==> config.mk <==
export PLATFORM = sky130hd
export DESIGN_NAME = cfg_port_cs
export DESIGN_NICKNAME = d
export VERILOG_FILES = /design/src/rtl/cfgport_pkg.sv /design/src/rtl/cfgport_regs.sv /design/src/rtl/cfgport_pterm.sv /design/src/rtl/cfgport_csarray.sv /design/src/rtl/cfgport_padctl.sv /design/src/rtl/cfg_port_cs.sv
export SDC_FILE = /design/constraint.sdc
export NUM_CORES = 2
export LEC_CHECK = 0
export BUFFER_PORTS_ARGS = -buffer_cell sky130_fd_sc_hd__buf_2
export CORE_MARGIN = 10
export CORE_UTILIZATION = 55
export CTS_BUF_LIST = sky130_fd_sc_hd__clkbuf_8
export CTS_CLUSTER_DIAMETER = 120
export CTS_CLUSTER_SIZE = 8
export DETAILED_ROUTE_END_ITERATION = 12
export HOLD_SLACK_MARGIN = 0.1
export PLACE_DENSITY = 0.71
export SETUP_SLACK_MARGIN = 0.1
export SLEW_MARGIN = 20
export SYNTH_ARGS = -nofsm -noshare
export SYNTH_HDL_FRONTEND = slang
export SYNTH_SLANG_ARGS = --single-unit
==> constraint.sdc <==
create_clock -name clk -period 5.1 [get_ports clk]
set_clock_uncertainty 0.1 [all_clocks]
set_input_delay 1.53 -clock clk [delete_from_list [all_inputs] [get_ports clk]]
set_output_delay 1.53 -clock clk [all_outputs]
set_load 0.02 [all_outputs]
==> src/rtl/cfgport_pkg.sv <==
package cfgport_pkg;

  typedef enum logic [1:0] {
    LIT_ANY   = 2'b00,
    LIT_TRUE  = 2'b01,
    LIT_INV   = 2'b10,
    LIT_NEVER = 2'b11
  } lit_sel_e;

  localparam int OFS_PIN    = 0;
  localparam int OFS_DIR    = 1;
  localparam int OFS_DATA   = 2;
  localparam int OFS_MODE   = 3;
  localparam int OFS_ODRAIN = 4;
  localparam int OFS_TERM   = 8;

  function automatic int pin_term_count(int pin, int wide_pins, int wide_terms, int narrow_terms);
    return (pin < wide_pins) ? wide_terms : narrow_terms;
  endfunction

  function automatic int pin_term_base(int pin, int wide_pins, int wide_terms, int narrow_terms);
    return (pin < wide_pins) ? pin * wide_terms
                             : wide_pins * wide_terms + (pin - wide_pins) * narrow_terms;
  endfunction

endpackage

==> src/rtl/cfgport_regs.sv <==
module cfgport_regs
  import cfgport_pkg::*;
#(
  parameter int PINS   = 8,
  parameter int DW     = 8,
  parameter int AW     = 7,
  parameter int NTERMS = 24,
  parameter int NLIT   = 11,
  parameter int TW     = 32
) (
  input  logic                   clk,
  input  logic                   rst,
  input  logic                   bus_we,
  input  logic [AW-1:0]          bus_addr,
  input  logic [DW-1:0]          bus_wdata,
  input  logic [PINS-1:0]        pin_sync,
  output logic [DW-1:0]          bus_rdata,
  output logic [PINS-1:0]        dir_q,
  output logic [PINS-1:0]        data_q,
  output logic [PINS-1:0]        mode_q,
  output logic [PINS-1:0]        od_q,
  output logic [NTERMS*2*NLIT-1:0] term_sel,
  output logic [NTERMS-1:0]      term_en
);

  localparam int TB     = TW / DW;
  localparam int LANE_W = $clog2(TB);
  localparam int TIDX_W = $clog2(NTERMS);
  localparam int SW     = 2 * NLIT;

  localparam logic [AW-1:0] A_PIN  = AW'(OFS_PIN);
  localparam logic [AW-1:0] A_DIR  = AW'(OFS_DIR);
  localparam logic [AW-1:0] A_DATA = AW'(OFS_DATA);
  localparam logic [AW-1:0] A_MODE = AW'(OFS_MODE);
  localparam logic [AW-1:0] A_OD   = AW'(OFS_ODRAIN);
  localparam logic [AW-1:0] A_TERM = AW'(OFS_TERM);

  logic [TW-1:0]     term_mem [NTERMS];
  logic [AW-1:0]     rel;
  logic [TIDX_W-1:0] tidx;
  logic [LANE_W-1:0] lane;
  logic              term_hit;
  logic [DW-1:0]     rd_next;

  assign rel      = bus_addr - A_TERM;
  assign tidx     = rel[LANE_W +: TIDX_W];
  assign lane     = rel[LANE_W-1:0];
  assign term_hit = (bus_addr >= A_TERM) && (int'(rel >> LANE_W) < NTERMS);

  always_ff @(posedge clk) begin
    if (rst) begin
      dir_q  <= '0;
      data_q <= '0;
      mode_q <= '0;
      od_q   <= '0;
      for (int t = 0; t < NTERMS; t++) term_mem[t] <= '0;
    end else if (bus_we) begin
      if (bus_addr == A_DIR)       dir_q  <= bus_wdata[PINS-1:0];
      else if (bus_addr == A_DATA) data_q <= bus_wdata[PINS-1:0];
      else if (bus_addr == A_MODE) mode_q <= bus_wdata[PINS-1:0];
      else if (bus_addr == A_OD)   od_q   <= bus_wdata[PINS-1:0];
      else if (term_hit)           term_mem[tidx][lane*DW +: DW] <= bus_wdata;
    end
  end

  always_comb begin
    rd_next = '0;
    if (bus_addr == A_PIN)       rd_next[PINS-1:0] = pin_sync;
    else if (bus_addr == A_DIR)  rd_next[PINS-1:0] = dir_q;
    else if (bus_addr == A_DATA) rd_next[PINS-1:0] = data_q;
    else if (bus_addr == A_MODE) rd_next[PINS-1:0] = mode_q;
    else if (bus_addr == A_OD)   rd_next[PINS-1:0] = od_q;
    else if (term_hit)           rd_next = term_mem[tidx][lane*DW +: DW];
  end

  always_ff @(posedge clk) begin
    if (rst) bus_rdata <= '0;
    else     bus_rdata <= rd_next;
  end

  for (genvar t = 0; t < NTERMS; t++) begin : g_flat
    assign term_sel[t*SW +: SW] = term_mem[t][SW-1:0];
    assign term_en[t]           = term_mem[t][TW-1];
  end

  AST_RESET_CLEARS_CFG: assert property (@(posedge clk)
    rst |=> (dir_q == '0 && data_q == '0 && mode_q == '0 && od_q == '0 && term_en == '0));

  AST_PIN_REG_NO_WRITE: assert property (@(posedge clk) disable iff (rst)
    (bus_we && bus_addr == A_PIN) |=> ($stable(dir_q) && $stable(data_q) && $stable(mode_q) && $stable(od_q)));

  AST_GAP_READS_ZERO: assert property (@(posedge clk) disable iff (rst)
    (bus_addr > A_OD && bus_addr < A_TERM) |=> (bus_rdata == '0));

endmodule

==> src/rtl/cfgport_pterm.sv <==
module cfgport_pterm
  import cfgport_pkg::*;
#(
  parameter int NLIT = 11
) (
  input  logic [NLIT-1:0]   lits,
  input  logic [2*NLIT-1:0] sel,
  input  logic              enable,
  output logic              match
);

  always_comb begin
    match = enable;
    for (int i = 0; i < NLIT; i++) begin
      case (lit_sel_e'(sel[2*i +: 2]))
        LIT_ANY:   ;
        LIT_TRUE:  match = match & lits[i];
        LIT_INV:   match = match & ~lits[i];
        LIT_NEVER: match = 1'b0;
      endcase
    end
  end

endmodule

==> src/rtl/cfgport_csarray.sv <==
module cfgport_csarray
  import cfgport_pkg::*;
#(
  parameter int PINS         = 8,
  parameter int WIDE_PINS    = 4,
  parameter int WIDE_TERMS   = 4,
  parameter int NARROW_TERMS = 2,
  parameter int NTERMS       = 24,
  parameter int NLIT         = 11
) (
  input  logic                     clk,
  input  logic                     rst,
  input  logic [NLIT-1:0]          lits,
  input  logic [NTERMS*2*NLIT-1:0] term_sel,
  input  logic [NTERMS-1:0]        term_en,
  output logic [PINS-1:0]          cs
);

  localparam int SW = 2 * NLIT;

  logic [NTERMS-1:0] hit;

  for (genvar t = 0; t < NTERMS; t++) begin : g_term
    cfgport_pterm #(.NLIT(NLIT)) u_term (
      .lits   (lits),
      .sel    (term_sel[t*SW +: SW]),
      .enable (term_en[t]),
      .match  (hit[t])
    );
  end

  for (genvar p = 0; p < PINS; p++) begin : g_pin
    localparam int BASE = pin_term_base(p, WIDE_PINS, WIDE_TERMS, NARROW_TERMS);
    localparam int CNT  = pin_term_count(p, WIDE_PINS, WIDE_TERMS, NARROW_TERMS);
    assign cs[p] = |hit[BASE +: CNT];

    AST_IDLE_PIN_LOW: assert property (@(posedge clk) disable iff (rst)
      (term_en[BASE +: CNT] == '0) |-> !cs[p]);
  end

endmodule

==> src/rtl/cfgport_padctl.sv <==
module cfgport_padctl #(
  parameter int PINS = 8
) (
  input  logic            clk,
  input  logic            rst,
  input  logic [PINS-1:0] pad_in,
  input  logic [PINS-1:0] dir_q,
  input  logic [PINS-1:0] data_q,
  input  logic [PINS-1:0] mode_q,
  input  logic [PINS-1:0] od_q,
  input  logic [PINS-1:0] cs,
  output logic [PINS-1:0] pad_out,
  output logic [PINS-1:0] pad_oe,
  output logic [PINS-1:0] pin_sync
);

  logic [PINS-1:0] sync_a, sync_b;
  logic [PINS-1:0] lvl, drive, nxt_out, nxt_oe;
  logic [1:0]      warm;

  always_comb begin
    lvl     = (mode_q & cs) | (~mode_q & data_q);
    drive   = mode_q | dir_q;
    nxt_out = lvl & ~od_q;
    nxt_oe  = (od_q & drive & ~lvl) | (~od_q & drive);
  end

  always_ff @(posedge clk) begin
    if (rst) begin
      pad_out <= '0;
      pad_oe  <= '0;
      sync_a  <= '0;
      sync_b  <= '0;
      warm    <= '0;
    end else begin
      pad_out <= nxt_out;
      pad_oe  <= nxt_oe;
      sync_a  <= pad_in;
      sync_b  <= sync_a;
      if (warm != 2'd2) warm <= warm + 2'd1;
    end
  end

  assign pin_sync = sync_b;

  AST_SYNC_TWO_FLOP: assert property (@(posedge clk) disable iff (rst)
    (warm == 2'd2) |-> (pin_sync == $past(pad_in, 2)));

  AST_OD_NEVER_HIGH: assert property (@(posedge clk) disable iff (rst)
    ((pad_oe & pad_out & $past(od_q)) == '0));

  AST_CS_PIN_DRIVEN: assert property (@(posedge clk) disable iff (rst)
    (($past(mode_q) & ~$past(od_q) & ~pad_oe) == '0));

  AST_INPUT_RELEASED: assert property (@(posedge clk) disable iff (rst)
    (($past(~mode_q & ~dir_q) & pad_oe) == '0));

endmodule

==> src/rtl/cfg_port_cs.sv <==
module cfg_port_cs #(
  parameter int PINS         = 8,
  parameter int DW           = 8,
  parameter int AW           = 7,
  parameter int ADDR_W       = 8,
  parameter int CTRL_W       = 3,
  parameter int WIDE_PINS    = 4,
  parameter int WIDE_TERMS   = 4,
  parameter int NARROW_TERMS = 2,
  parameter int TW           = 32
) (
  input  logic              clk,
  input  logic              rst,
  input  logic              bus_we,
  input  logic [AW-1:0]     bus_addr,
  input  logic [DW-1:0]     bus_wdata,
  output logic [DW-1:0]     bus_rdata,
  input  logic [ADDR_W-1:0] lat_addr,
  input  logic [CTRL_W-1:0] bus_ctl,
  input  logic [PINS-1:0]   pad_in,
  output logic [PINS-1:0]   pad_out,
  output logic [PINS-1:0]   pad_oe
);

  localparam int NLIT   = ADDR_W + CTRL_W;
  localparam int NTERMS = WIDE_PINS * WIDE_TERMS + (PINS - WIDE_PINS) * NARROW_TERMS;

  logic [PINS-1:0]          dir_q, data_q, mode_q, od_q, cs, pin_sync;
  logic [NTERMS*2*NLIT-1:0] term_sel;
  logic [NTERMS-1:0]        term_en;
  logic [NLIT-1:0]          lits;

  assign lits = {bus_ctl, lat_addr};

  cfgport_regs #(
    .PINS(PINS), .DW(DW), .AW(AW), .NTERMS(NTERMS), .NLIT(NLIT), .TW(TW)
  ) u_regs (
    .clk       (clk),
    .rst       (rst),
    .bus_we    (bus_we),
    .bus_addr  (bus_addr),
    .bus_wdata (bus_wdata),
    .pin_sync  (pin_sync),
    .bus_rdata (bus_rdata),
    .dir_q     (dir_q),
    .data_q    (data_q),
    .mode_q    (mode_q),
    .od_q      (od_q),
    .term_sel  (term_sel),
    .term_en   (term_en)
  );

  cfgport_csarray #(
    .PINS(PINS), .WIDE_PINS(WIDE_PINS), .WIDE_TERMS(WIDE_TERMS),
    .NARROW_TERMS(NARROW_TERMS), .NTERMS(NTERMS), .NLIT(NLIT)
  ) u_cs (
    .clk      (clk),
    .rst      (rst),
    .lits     (lits),
    .term_sel (term_sel),
    .term_en  (term_en),
    .cs       (cs)
  );

  cfgport_padctl #(.PINS(PINS)) u_pad (
    .clk      (clk),
    .rst      (rst),
    .pad_in   (pad_in),
    .dir_q    (dir_q),
    .data_q   (data_q),
    .mode_q   (mode_q),
    .od_q     (od_q),
    .cs       (cs),
    .pad_out  (pad_out),
    .pad_oe   (pad_oe),
    .pin_sync (pin_sync)
  );

endmodule

-- Word-level counts from Yosys, hierarchy flattened
Memory sizes are Yosys's and may differ from the RTL's.
Index checks and enable logic that the tools add are counted.
Widths: inputs -> output; s select.
- muxes and demuxes: 283
- add/subtract/negate cells: 2
- reductions and logical operators: 15
- divide/modulo/power cells: 0
- bitwise gates (word level): 554
- eq/ne operators: 796
- order comparisons: 2
- multiply operators: 0
- shift operators: 3
- operator list (cell ; number):
    $eq 2x2->1 const B ; 528
    $pmux 1 s3 ; 264
    $and 1x1->1 ; 528
    $eq 2x1->1 const B ; 264
    $mux 32 ; 3
    $and 8x8->8 ; 6
    $mux 8 ; 6
    $neg 5->34 ; 1
    $shift 8x34->32 const A ; 1
    $shiftx 8x34->32 ; 1
    $reduce_or 32->1 ; 1
    $shiftx 32x6->8 ; 1
    $not 8->8 ; 3
    $or 8x8->8 ; 3
    $reduce_or 4->1 ; 4
    $eq 7x2->1 const B ; 2
    $not 1->1 ; 14
    $mux 1 ; 9
    $reduce_or 2->1 ; 4
    $eq 7x1->1 const B ; 1
    $eq 7x3->1 const B ; 1
    $ge 7x4->1 const B ; 1
    $logic_not 7->1 ; 1
    $sub 7x4->7 const B ; 1
    other kinds (7) ; 7
- input bits: 37
- logic and storage cells: 1665
- memory bits (read-only): 0
- memories: 1
- latch bits: 0
- bits in registers: 72
- output and inout port bits: 24
- RAM bits: 768
- memory list (memory ; words ; bits a word ; rd ports ; clocked after Yosys merged registers in ; write ports ; line ; source):
    u_regs.term_mem ; 24 ; 32 ; 25 ; 0 ; 24 ; cfgport_regs.sv:38 ; logic [TW-1:0] term_mem [NTERMS];

-- Depth between registers and ports, before layout
- word-level depth: 29
- mapped depth: 16
- mapped depth without buffers: 10

-- Hierarchy
From an unflattened synthesis, not the netlist that was laid out.
- cell total of the unflattened synthesis: 5502
- area total of the unflattened synthesis: 64465.6 um2
- modules (own cells, without submodules) (module ; seq. area each (um2) ; cells each ; instances ; area an instance (um2)):
    cfgport_regs ; 31550.3 ; 3723 ; 1 ; 50468.4
    cfgport_pterm ; 0.0 ; 70 ; 24 ; 536.8
    cfgport_padctl ; 640.6 ; 91 ; 1 ; 1059.8
    cfgport_csarray ; 0.0 ; 8 ; 1 ; 55.1

-- Worst setup path after synthesis
No wires, ideal clock.
- path type: input port to flip-flop
- start point: input bus_addr[3]
- end point: memory u_regs.term_mem[2][10], enable pin
- stages on the path: 13
- setup time: 0.334 ns
- path slack: 0.490 ns
- data required time: 4.666 ns
- arrival: 4.176 ns
- path buffers: 6
- path through: buf_4 > buf_2 > buf_2 > inv_1 > ha_1 > buf_2 > o311a_1 > a211oi_2 > and3_1 > clkbuf_1 > buf_2 > nand2_1 > nand2b_1
- RTL lines (what ; line ; source):
    start, declared ; cfg_port_cs.sv:15 ; input logic [AW-1:0] bus_addr,
    end, declared ; cfgport_regs.sv:38 ;

-- Worst setup path after layout
- start point: input bus_addr[3]
- end point: register u_regs.bus_rdata[0]
- longest elaborated chain between the ends: 9
- elaborated cells between the ends (all ways): 17
- classes of those cells: add/sub: 1; order compare: 2; eq/ne: 4; shift: 1; mux: 6; reduce/logical: 2; memory: 1
- ends and longest elaborated chain (what ; line ; source):
    $sub 7x4->7 ; cfgport_regs.sv:45 ; assign rel = bus_addr - A_TERM;
    $mem_v2 24x32 or $lt 5x5->1 (tied branches) ; n/a ;
    $shiftx 32x6->8 or $logic_and 1x1->1 (tied branches) ; cfgport_regs.sv:73, cfgport_regs.sv:48 ;
    $mux 8 ; cfgport_regs.sv:73 ; else if (term_hit) rd_next = term_mem[tidx][lane*DW +: DW];
    $mux 8 ; cfgport_regs.sv:72 ; else if (bus_addr == A_OD) rd_next[PINS-1:0] = od_q;
    $mux 8 ; cfgport_regs.sv:71 ; else if (bus_addr == A_MODE) rd_next[PINS-1:0] = mode_q;
    $mux 8 ; cfgport_regs.sv:70 ; else if (bus_addr == A_DATA) rd_next[PINS-1:0] = data_q;
    $mux 8 ; cfgport_regs.sv:69 ; else if (bus_addr == A_DIR) rd_next[PINS-1:0] = dir_q;
    $mux 8 (*) ; cfgport_regs.sv:68 ; if (bus_addr == A_PIN) rd_next[PINS-1:0] = pin_sync;
    end signal, assigned ; cfgport_regs.sv:78 ; else bus_rdata <= rd_next;
    end, declared ; cfgport_regs.sv:17 ; output logic [DW-1:0] bus_rdata,
Mark *: on every way between the ends. The rest lies on a longest branch, timed or not.
A chain may end at the register's enable or synchronous reset.

==> run_results.csv <==
group,metric,value,unit
cts,cts_sinks,1096,
sta,setup_tns,0,ns
worst_setup_path,path_cells,"buf_8, buf_4, mux4_2, a22oi_1, o211ai_1, a211oi_1, nor4_1, a211o_1",
yosys,synth.cell_area,59470,um^2
drt,first_pass_iters,10,
place,portBuffers,60,
power_and_ir_drop,vdd_drop_max,0.2785,mV
finish,final_layout_size_suffix_gt1_share,13.43,%
cts,cts-root-buf,"clkbuf_8",
cts,cts.clk_slew.worst_paths,0.07,ns
cts,clock_latency,0.88,ns
drt,wl,176.1,mm
yosys,synthMuxAreaShare,10.07,%
global_route,overflow,0,
drt,num_vias,40290,
outcome,outcome,"complete, no violations",
yosys,synth-simple-area-share,9.874,%
yosys,synth_top_area_cell,"edfxtp_1",
global_route,grt_pass1_wl,255.6,mm
yosys,ys_warn_count,0,
worst_setup_path,required,5.75,ns
yosys,synth_adder_area_share,11.28,%
sta,min_period,4.069,ns
power_and_ir_drop,power_density,294.1,nW/um^2
finish,area_growth,10.15,%
yosys,seq_area_frac_synth,54.13,%
cts,h-tree-depth,4,
floorplanning,rows,120,
global_route,grt_max_degree,78,
yosys,yosys.area_share.xor_xnor,3.888,%
yosys,dominantRegCellSynth,"edfxtp_1",
yosys,synth_top_area_share,51.71,%
worst_setup_path,cp_max_fo,40,
global_route,grt_pass1_vias,38410,
floorplanning,initial_core_util,55.47,%
drt,drc,0,
floorplanning,die_y,348.8,um
worst_setup_path,arrival,4.72,ns
worst_setup_path,path_class,"in2reg",
global_route,antenna_found_initial,9,
cts,holdBufCountCts,0,
power_and_ir_drop,total_power,19260,uW
worst_setup_path,critical_path.max_stage_delay,0.76,ns
yosys,synth_compound_area_share,5.266,%
cts,cts_tree,"done",
yosys,synth.avg_cell_area,12.27,um^2
worst_setup_path,slowest_stage,"a211oi_1",
drt,wire_per_inst,26.15,um
sta,worst_slew_pin_slew,0.9929,ns
sta,slew_headroom,33.30,%
yosys,synth_top_family_by_area,"adder cells",
floorplanning,die_w,348.8,um
place,dp_hpwl,132.2,mm
cts,cts_setup_buffers,0,
sta,timing.fmax,245.8,MHz
global_route,grt_use_total,28.66,%
sta,fin_crit_sh,79.78,%
sta,final-setup-viol-count,0,
drt,drt_iter0_markers,5465,
place,gp_congestion,0.9555,
worst_setup_path,r2r_slack,2.06,ns
floorplanning,dieArea,121700,um^2
floorplanning,core,107200,um^2
worst_setup_path,end_kind,"flip-flop",
sta,rsz0062_at_grt,"false",
drt,ant_nets,0,
power_and_ir_drop,power_leakage,0.02630,uW
cts,cts_buffers,154,
cts,cts_resized,0,
job,cap_violations,0,
worst_setup_path,cpLargestDelayFamily,"compound AO/OA/AOI/OAI gates",
yosys,async_flop_share,0,%
yosys,synth_edf_count,1024,
worst_setup_path,path_buf_inv,2,
worst_setup_path,start_kind,"input port",
yosys,ys_top_cells_by_area,"edfxtp_1 52%, ha_1 11%, mux4_2 9.7%, nor2_1 5.3%, xor2_1 3.9%",
floorplanning,io_pins,61,
worst_hold_path,hp-class,"reg2reg",
yosys,netlist_instances,4847,
finish,finalNetCount,5857,
yosys,synth_cell_type_count,66,
drt,avgViaCountPerCell,5.981,
sta,slew_violations,0,
sta,finalHoldViolations,0,
cts,cts.path.max_buffers,3,
yosys,ys_seq_elements,1096,
cells by family after synthesis:
group                      after synthesis
and+or+nand+nor                       1346
DFF                                   1096
xor gates and xnor gates               264
adders and majority gates              536
AOI/OAI and AO/OA                      515
buffers and inverters                  811
muxes                                  278
other                                    1
synthesized netlist by cell type (2+ instances only):
cell and instances:
nor3_2 2, buf_1 3, mux4_2 256, nor4b_1 25, dfxtp_1 72, o211ai_1 12
a2111oi_0 2, a22oi_1 61, nand3_1 55, nand2b_1 99, a22o_1 35, nor3b_1 5
buf_6 3, buf_2 79, xor2_1 264, o2111ai_1 5, nand3b_1 2, a211oi_2 2
mux2i_1 21, a31oi_1 5, ha_1 536, a21oi_1 324, a211o_1 2, nand2_1 187
o21ai_0 22, nor2_1 833, a221oi_1 9, a211oi_1 10, clkbuf_1 134, nand4_1 24
o22ai_1 5, and3_1 9, nor3_1 20, o21a_1 5, edfxtp_1 1024, and2_1 8
nor4_1 49, buf_4 26, inv_1 565, nor2b_1 21
through the flow:
step | util, % | hold slack (ns) | std cells | worst slack (ns) | instance area, um^2
global placement | 58.85 | 0.3197 | 6531 | 0.3602 | 63090
CTS | 61.08 | 0.3496 | 6727 | 1.218 | 65480
global route | 61.09 | 0.3584 | 6730 | 0.9920 | 65490
finish | 61.10 | 0.3423 | 6736 | 1.031 | 65500
floorplan | - | 0.3138 | 5102 | 0.4896 | 60420
detailed placement | 58.85 | 0.3294 | 6531 | 0.3072 | 63090
sequential cells by signal, summed over array words and instances, names as in the netlist:
register          count
u_regs.dir_q          8
u_regs.od_q           8
u_regs.mode_q         8
u_pad.pad_oe          8
u_regs.data_q         8
u_pad.pin_sync        8
u_regs.term_mem    1024
u_pad.sync_a          8
u_pad.pad_out         8
u_regs.bus_rdata      8
cell type report:
class / instances / area (um^2)
Sequential cell: 1096 / 32190
Timing Repair Buffer: 271 / 2032
Fill cell: 8379 / 41700
Clock buffer: 159 / 2188
Multi-Input combinational cell: 3195 / 24990
Tap cell: 1403 / 1755
Clock inverter: 37 / 203.9
Antenna cell: 9 / 22.52
Inverter: 566 / 2125
placed cells by master (no fill, tap or decap), types with 8 or more instances in the layout:
| cell | n |
|---|---|
| edfxtp_1 | 1024 |
| nor2_1 | 833 |
| inv_1 | 592 |
| ha_1 | 536 |
| a21oi_1 | 324 |
| xor2_1 | 264 |
| mux4_2 | 256 |
| conb_1 | 256 |
| buf_4 | 202 |
| nand2_1 | 187 |
| clkbuf_8 | 159 |
| nand2b_1 | 99 |
| dfxtp_1 | 72 |
| a22oi_1 | 61 |
| buf_2 | 57 |
| nand3_1 | 55 |
| nor4_1 | 49 |
| a22o_1 | 35 |
| nor4b_1 | 24 |
| nand4_1 | 24 |
| o21ai_0 | 22 |
| nor2b_1 | 21 |
| mux2i_1 | 21 |
| nor3_1 | 19 |
| o211ai_1 | 12 |
| a211oi_1 | 10 |
| buf_12 | 10 |
| diode_2 | 9 |
| and3_1 | 9 |
| a221oi_1 | 9 |
| and2_1 | 8 |
layer usage:
metal	global-route usage, %	wire length (um)	vias to the layer above
met5	0	28	-
met4	16.04	10830	4
met3	5.550	20020	446
met2	42.89	77670	2463
met1	39.17	67580	19840
li1	-	-	17540
power by group:
| part | internal [uW] | switching (uW) |
|---|---|---|
| Combinational | 894 | 1640 |
| Sequential | 10300 | 297 |
| Clock | 2820 | 3300 |
worst paths after layout:
| kind | start | to | cells past startpoint |
|---|---|---|---|
| setup / recovery | bus_addr[3] | u_regs.bus_rdata[0] | 8 |
| setup reg to reg | u_regs.term_mem[8][10] | u_pad.pad_oe[2] | 10 |
| hold / removal | u_pad.sync_a[5] | u_pad.pin_sync[5] | 1 |
| hold reg to reg | u_pad.sync_a[5] | u_pad.pin_sync[5] | 1 |
(Power assumes the default switching activity.)
